<file path="src/rtl/brg_pkg.sv">
package brg_pkg;

  // Strobes from control to datapath
  typedef struct packed {
    logic advance;     // counter step this cycle
    logic bypassHalf;  // double-rate: skip the halving stage
  } brgStrobe_t;

  localparam int CTRL_ADDR   = 0;
  localparam int RELOAD_ADDR = 1;

  localparam int RUN_BIT  = 0;
  localparam int FAST_BIT = 1;
  localparam int DBL_BIT  = 2;

endpackage

</file>
<file path="src/rtl/brg_prescale.sv">
module brg_prescale #(
  parameter int DIV = 6
) (
  input  logic clk,
  input  logic rstN,
  input  logic clear,
  output logic stepEn
);

  generate
    if (DIV <= 1) begin : g_direct
      assign stepEn = ~clear;
    end else begin : g_count
      localparam int PW = $clog2(DIV);
      localparam logic [PW-1:0] LAST = PW'(DIV - 1);
      logic [PW-1:0] phaseCnt;

      always_ff @(posedge clk) begin
        if (!rstN) begin
          phaseCnt <= '0;
        end else if (clear) begin
          phaseCnt <= '0;
        end else if (phaseCnt == LAST) begin
          phaseCnt <= '0;
        end else begin
          phaseCnt <= phaseCnt + 1'b1;
        end
      end

      assign stepEn = !clear && (phaseCnt == LAST);

      // phase stays in range and restarts after a clear
      a_r4_phase_range: assert property (@(posedge clk) disable iff (!rstN)
        phaseCnt <= LAST);
      a_r4_phase_restart: assert property (@(posedge clk) disable iff (!rstN)
        clear |=> (phaseCnt == '0));
    end
  endgenerate

endmodule

</file>
<file path="src/rtl/brg_ctrl.sv">
module brg_ctrl
  import brg_pkg::*;
#(
  parameter int CNT_W    = 8,
  parameter int PRESCALE = 6,
  parameter int ADDR_W   = 2
) (
  input  logic              clk,
  input  logic              rstN,
  input  logic [ADDR_W-1:0] busAddr,
  input  logic              busWrEn,
  input  logic [CNT_W-1:0]  busWData,
  output logic [CNT_W-1:0]  busRData,
  output logic [CNT_W-1:0]  reloadVal,
  output brgStrobe_t        strobe
);

  localparam logic [ADDR_W-1:0] A_CTRL   = ADDR_W'(CTRL_ADDR);
  localparam logic [ADDR_W-1:0] A_RELOAD = ADDR_W'(RELOAD_ADDR);

  logic runEn, fastClk, dblRate;
  logic [CNT_W-1:0] reloadReg;
  logic wrCtrl, wrReload, preStep;

  assign wrCtrl   = busWrEn && (busAddr == A_CTRL);
  assign wrReload = busWrEn && (busAddr == A_RELOAD);

  always_ff @(posedge clk) begin
    if (!rstN) begin
      runEn   <= 1'b0;
      fastClk <= 1'b0;
      dblRate <= 1'b0;
    end else if (wrCtrl) begin
      runEn   <= busWData[RUN_BIT];
      fastClk <= busWData[FAST_BIT];
      dblRate <= busWData[DBL_BIT];
    end
  end

  always_ff @(posedge clk) begin
    if (!rstN) begin
      reloadReg <= '0;
    end else if (wrReload) begin
      reloadReg <= busWData;
    end
  end

  always_comb begin
    busRData = '0;
    case (busAddr)
      A_CTRL: begin
        busRData[RUN_BIT]  = runEn;
        busRData[FAST_BIT] = fastClk;
        busRData[DBL_BIT]  = dblRate;
      end
      A_RELOAD: busRData = reloadReg;
      default:  busRData = '0;
    endcase
  end

  brg_prescale #(.DIV(PRESCALE)) u_prescale (
    .clk    (clk),
    .rstN   (rstN),
    .clear  (!runEn),
    .stepEn (preStep)
  );

  assign strobe.advance    = runEn && (fastClk || preStep);
  assign strobe.bypassHalf = dblRate;
  assign reloadVal         = reloadReg;

  // no counter step while disabled
  a_r5_idle_no_step: assert property (@(posedge clk) disable iff (!rstN)
    !runEn |-> !strobe.advance);
  // slow base never steps on two adjacent clocks
  a_r4_slow_gap: assert property (@(posedge clk) disable iff (!rstN)
    (strobe.advance && !fastClk) |=> (!strobe.advance || fastClk));
  // reload register captures write data
  a_r2_reload_write: assert property (@(posedge clk) disable iff (!rstN)
    wrReload |=> (reloadVal == $past(busWData)));

endmodule

</file>
<file path="src/rtl/brg_datapath.sv">
module brg_datapath
  import brg_pkg::*;
#(
  parameter int CNT_W = 8
) (
  input  logic             clk,
  input  logic             rstN,
  input  brgStrobe_t       strobe,
  input  logic [CNT_W-1:0] reloadVal,
  output logic             baudTick
);

  logic [CNT_W-1:0] countQ;
  logic             halfTog;
  logic             tickQ;
  logic             overflow;

  assign overflow = strobe.advance && (countQ == '1);

  always_ff @(posedge clk) begin
    if (!rstN) begin
      countQ <= '0;
    end else if (strobe.advance) begin
      countQ <= overflow ? reloadVal : countQ + 1'b1;
    end
  end

  always_ff @(posedge clk) begin
    if (!rstN) begin
      halfTog <= 1'b0;
    end else if (overflow) begin
      halfTog <= ~halfTog;
    end
  end

  always_ff @(posedge clk) begin
    if (!rstN) begin
      tickQ <= 1'b0;
    end else begin
      tickQ <= overflow && (strobe.bypassHalf || halfTog);
    end
  end

  assign baudTick = tickQ;

  // overflow loads the reload value
  a_r3_reload_on_overflow: assert property (@(posedge clk) disable iff (!rstN)
    overflow |=> (countQ == $past(reloadVal)));
  // count holds without a step
  a_r5_hold_count: assert property (@(posedge clk) disable iff (!rstN)
    !strobe.advance |=> $stable(countQ));
  // every tick is caused by the overflow one edge earlier
  a_r9_tick_after_overflow: assert property (@(posedge clk) disable iff (!rstN)
    baudTick |-> $past(overflow));
  // doubled rate ticks on every overflow
  a_r7_every_overflow: assert property (@(posedge clk) disable iff (!rstN)
    (overflow && strobe.bypassHalf) |=> baudTick);
  // halving stage suppresses alternate overflows
  a_r6_skip_alternate: assert property (@(posedge clk) disable iff (!rstN)
    (overflow && !strobe.bypassHalf && !halfTog) |=> !baudTick);

endmodule

</file>
<file path="src/rtl/brg_autoreload.sv">
module brg_autoreload
  import brg_pkg::*;
#(
  parameter int CNT_W    = 8,
  parameter int PRESCALE = 6,
  parameter int ADDR_W   = 2
) (
  input  logic              clk,
  input  logic              rstN,
  input  logic [ADDR_W-1:0] busAddr,
  input  logic              busWrEn,
  input  logic [CNT_W-1:0]  busWData,
  output logic [CNT_W-1:0]  busRData,
  output logic              baudTick
);

  brgStrobe_t       strobe;
  logic [CNT_W-1:0] reloadVal;

  brg_ctrl #(
    .CNT_W    (CNT_W),
    .PRESCALE (PRESCALE),
    .ADDR_W   (ADDR_W)
  ) u_ctrl (
    .clk       (clk),
    .rstN      (rstN),
    .busAddr   (busAddr),
    .busWrEn   (busWrEn),
    .busWData  (busWData),
    .busRData  (busRData),
    .reloadVal (reloadVal),
    .strobe    (strobe)
  );

  brg_datapath #(
    .CNT_W (CNT_W)
  ) u_datapath (
    .clk       (clk),
    .rstN      (rstN),
    .strobe    (strobe),
    .reloadVal (reloadVal),
    .baudTick  (baudTick)
  );

endmodule

</file>
<file path="config.mk">
export PLATFORM = sky130hd
export DESIGN_NAME = brg_autoreload
export DESIGN_NICKNAME = d
export VERILOG_FILES = /design/src/rtl/brg_pkg.sv /design/src/rtl/brg_prescale.sv /design/src/rtl/brg_ctrl.sv /design/src/rtl/brg_datapath.sv /design/src/rtl/brg_autoreload.sv
export SDC_FILE = /design/constraint.sdc
export NUM_CORES = 1
export LEC_CHECK = 0
export BUFFER_PORTS_ARGS = -buffer_cell sky130_fd_sc_hd__buf_2
export CAP_MARGIN = 20
export CORE_AREA = 10 10 58 60
export DETAILED_ROUTE_END_ITERATION = 6
export DIE_AREA = 0 0 68 70
export PLACE_DENSITY = 0.76
export RECOVER_POWER = 100
export SLEW_MARGIN = 20
export SYNTH_ARGS = -nofsm -noshare
export SYNTH_HDL_FRONTEND = slang
export SYNTH_HIERARCHICAL = 1
export SYNTH_SLANG_ARGS = --single-unit
</file>
<file path="constraint.sdc">
create_clock -name clk -period 5.2 [get_ports clk]
set_input_delay 0.78 -clock clk [delete_from_list [all_inputs] [get_ports clk]]
set_output_delay 0.78 -clock clk [all_outputs]
set_load 0.03 [all_outputs]
</file>
Word-level counts from Yosys, hierarchy flattened
Index checks and enable logic that the tools add are counted.

Memory bits (writable): 0. Memory bits (read-only): 0. Bits in latches: 0. Logic and storage cells: 29. Memories kept: 0. Register bits: 24.

Reduce and logical (&&, ||, !) cells: 10. Bitwise gates (word level): 3. Add/subtract/negate cells: 2. Multiplexer cells: 3. Shift-type cells: 0. Multiply operators: 0. Div/mod/pow operators: 0. Magnitude comparators: 0. Equal/unequal tests: 3.

Operators with widths (number): adder 8 x 1 -> 8 bit, second input constant (1); == test 8 bit, second input constant (1); two-way mux 8 bit (1); logical AND 1 bit (6); case mux 3 bit (2 select lines) (1); two-way mux 5 bit (1); adder 3 x 1 -> 3 bit, second input constant (1); == test 3 bit, second input constant (1); inverter 1 bit (3); OR reduction 3 bit (1); == test 2 x 1 -> 1 bit, second input constant (1); logical NOT 2 bit (1); logical OR 1 bit (2).

Longest topological paths before layout
Depth after elaboration: 6. Depth in mapped cells: 10.

Cells and area by module
The synthesis kept the hierarchy.

Modules (own cells, without submodules): brg_ctrl (cells an instance 63, instances 1, seq. area each 220.2 µm², area an instance 546.8 µm²); brg_datapath (cells an instance 61, instances 1, seq. area each 200.2 µm², area an instance 505.5 µm²); brg_prescale (cells an instance 14, instances 1, seq. area each 60.1 µm², area an instance 141.4 µm²).

Worst setup path before layout
OpenSTA, ideal clock, no wires.

Path type: input to output. Start: in busAddr[0]. End: out busRData[3]. Stages on the path: 3. Arrival time: 1458 ps. Slack: 2962 ps. Cells stage by stage: buf_2 > nor2b_1 > and2_1.

Word-level cells in the longest chain between the ends: 2.

RTL lines: from (decl) (RTL line brg_autoreload.sv:10) `input logic [ADDR_W-1:0] busAddr,`; == test 2 x 1 -> 1 bit (RTL line brg_ctrl.sv:50) `case (busAddr)`; two-way mux 5 bit (RTL line brg_ctrl.sv:50); to (decl) (RTL line brg_autoreload.sv:13) `output logic [CNT_W-1:0] busRData,`.

Every way passes these cells.

==> reports/results.ini <==
[synth]
synth_top_cell_area_share=0.403
ys_seq_area_frac=0.403
yosys_warnings=6
synthFlopType=dfxtp_1
synth_cell_types=38
synthArstFlopShare=0
synth.area.top_cells=dfxtp_1 (40%), mux2i_1 (13%), nand2_1 (8.5%), and2_1 (3.1%), ha_1 (3.1%)
synth_area_leader_cell=dfxtp_1
yosysMostFrequentCell=nand2_1
avgSynthCellArea_um2=8.65
syn_area_mm2=0.00119
netlist_instances=138
synth_common_cells=nand2_1 (27), dfxtp_1 (24), mux2i_1 (16)
yosys_register_bits=24
synth-edff-count=0
syn_nets=154

[final_layout]
nFillCells=224
drive_gt1_frac=0.110
diodes=0
fin_nets=173
stdcell_count=185
synthToLayoutAreaGrowth_pct=7.97

[routing]
drtIter0Drc=28
route.detailed.drc=0
vias=966
routed_wl_um=2450
first_pass_iters=4
vias_per_cell=5.22
antenna_left=0
wire_per_inst_um=13.3

[timing]
fin_tns_setup_ns=0
postLayoutSetupSlackWorst_ns=2.28
holdWs_ns=0.480
skew_ns=0.00299
min_period_ns=2.92
finalCritPeriodShare=0.561
final-max-slew-violation-count=0
fmax_ghz=0.343
finalSetupViolations=0
max_slew_margin=0.263
max_slew.worst_pin.slew_ns=1.11
rsz0062_at_grt=no
hold_viol_final=0

[pwr]
total_power_uw=288
p_per_area_mw_per_mm2=224
power_leakage_nw=0.501
vdd_ir_drop_max_uv=171

[floorplan]
rows=18
fp.dieW_um=68
io_pins=22
fp.dieH_um=70
initial_utilization=0.510
fp.coreArea_mm2=0.00234
dieArea_mm2=0.00476

[global_routing]
grt_overflow=0
track_usage=0.110
antenna_found_initial=0
grt_pass1_wl_um=4270
grt_pass1_vias=979
grt_max_degree=30

[setup_path]
setup.worst_path.end_class=flop
critPathMaxFanout=14
max_stage_delay_ns=0.86
path_class=flop to flop
path_common_cell=nor2_1
startpoint_type=flop
path_buf_inv=0
path_cells=ha_1 -> nand2_1 -> nor2_1 -> nor2_1 -> nor2_1 -> nand4_1 -> nor3_1 -> mux2i_1 -> a21oi_1
critPathTopFamily=simple AND/OR/NAND/NOR gates
cp.required_ns=5.36
critPathArrivalTime_ns=3.08
critPathSlowestCell=nor3_1

[worst_hold_path]
min_path_type=flop to flop

[clock_network]
postCtsResizedCells=0
cts.sinks=24
numCtsBuffers=3
h-tree-depth=1
cts_buffer_depth=2
hold_buffers=0
clk_latency_ns=0.30
postCtsSetupBuffers=0
cts_tree=built
clock-root-buffer=clkbuf_4
path_clk_slew_ns=0.12

[placed_design]
dp.cells=182
pre_cts_slack_ns=2.73
dp_hpwl_um=1890
gp_congestion=0.878
portBuffers=21

[run_status]
outcome=completed

[run]
drv_cap=0

-- cell type report --
cell class,instances,area [µm²],area share
clock buffer,3,22.5,0.0175
sequential,24,480,0.373
inverter,4,15.0,0.0117
tap,30,37.5,0.0291
timing repair buffer,21,92.6,0.0718
multi-input combinational,103,641,0.497
-- metal layers --
layer | vias up | GRT usage | wire length, µm
li1 | 507 | - | -
met1 | 438 | 0.135 | 1160
met2 | 19 | 0.172 | 1160
met3 | 2 | 0.0335 | 111
met4 | 0 | 0.0425 | 21
met5 | - | 0 | 0
-- state kept, by name (all words and copies together) (netlist names) --
signal and flops:
u_datapath/halfTog 1, u_datapath/countQ 8, u_ctrl/u_prescale/g_count.phaseCnt 3, u_datapath/baudTick 1
u_ctrl/reloadVal 8, u_ctrl/fastClk 1, u_ctrl/dblRate 1, u_ctrl/runEn 1
-- worst paths after layout --
kind / start / to / slack [ns] / cells after the start
hold / removal: u_ctrl/reloadVal[5] / u_ctrl/reloadVal[5] / 0.48 / 2
setup reg to reg: u_ctrl/u_prescale/g_count.phaseCnt[0] / u_datapath/countQ[1] / 2.28 / 9
setup / recovery: u_ctrl/u_prescale/g_count.phaseCnt[0] / u_datapath/countQ[1] / 2.28 / 9
hold reg to reg: u_ctrl/reloadVal[5] / u_ctrl/reloadVal[5] / 0.48 / 2
-- stage by stage --
step | instance area, µm² | utilization
after floorplan | 1190 | -
after global placement | 1290 | 0.553
after detailed placement | 1290 | 0.553
after CTS | 1320 | 0.563
after global routing | 1290 | 0.550
final | 1290 | 0.550
-- worst register-to-register path: stages, from the launching register on --
cell	delay [ns]
dfxtp_1	0.38
ha_1	0.17
nand2_1	0.07
nor2_1	0.09
nor2_1	0.04
nor2_1	0.57
nand4_1	0.23
nor3_1	0.86
mux2i_1	0.28
a21oi_1	0.08
-- cell usage in the layout, fill, tap and decap left out, types with 2 or more instances in the layout --
cell | synthesis | final
a21oi_1 | 6 | 6
and2_1 | 6 | 6
and3_1 | 2 | 2
buf_2 | 3 | 11
clkbuf_1 | 1 | 10
clkbuf_4 | 0 | 3
dfxtp_1 | 24 | 24
ha_1 | 3 | 3
inv_1 | 4 | 4
mux2i_1 | 16 | 16
nand2_1 | 27 | 27
nand2_2 | 2 | 2
nand2b_1 | 2 | 2
nand3_1 | 3 | 3
nand4_1 | 3 | 3
nor2_1 | 10 | 10
nor3_1 | 1 | 2
nor3b_1 | 2 | 3
o21ai_0 | 2 | 3
o22ai_1 | 2 | 2
-- where the power goes --
group	switching (mW)	internal (mW)	total, mW
registers	0.00269	0.187	0.190
clock network	0.0493	0.0270	0.0763
logic	0.0134	0.00897	0.0224
-- kinds of logic after synthesis --
group,after synthesis,synth area share
flip-flops,24,0.403
adder cells (fa/ha/maj),3,0.0314
AO/OA/AOI/OAI,18,0.0964
buffers and inverters,11,0.0472
AND/OR/NAND/NOR,64,0.274
XOR/XNOR,2,0.0147
multiplexers,16,0.134
Power figures use the tool's default switching activity.
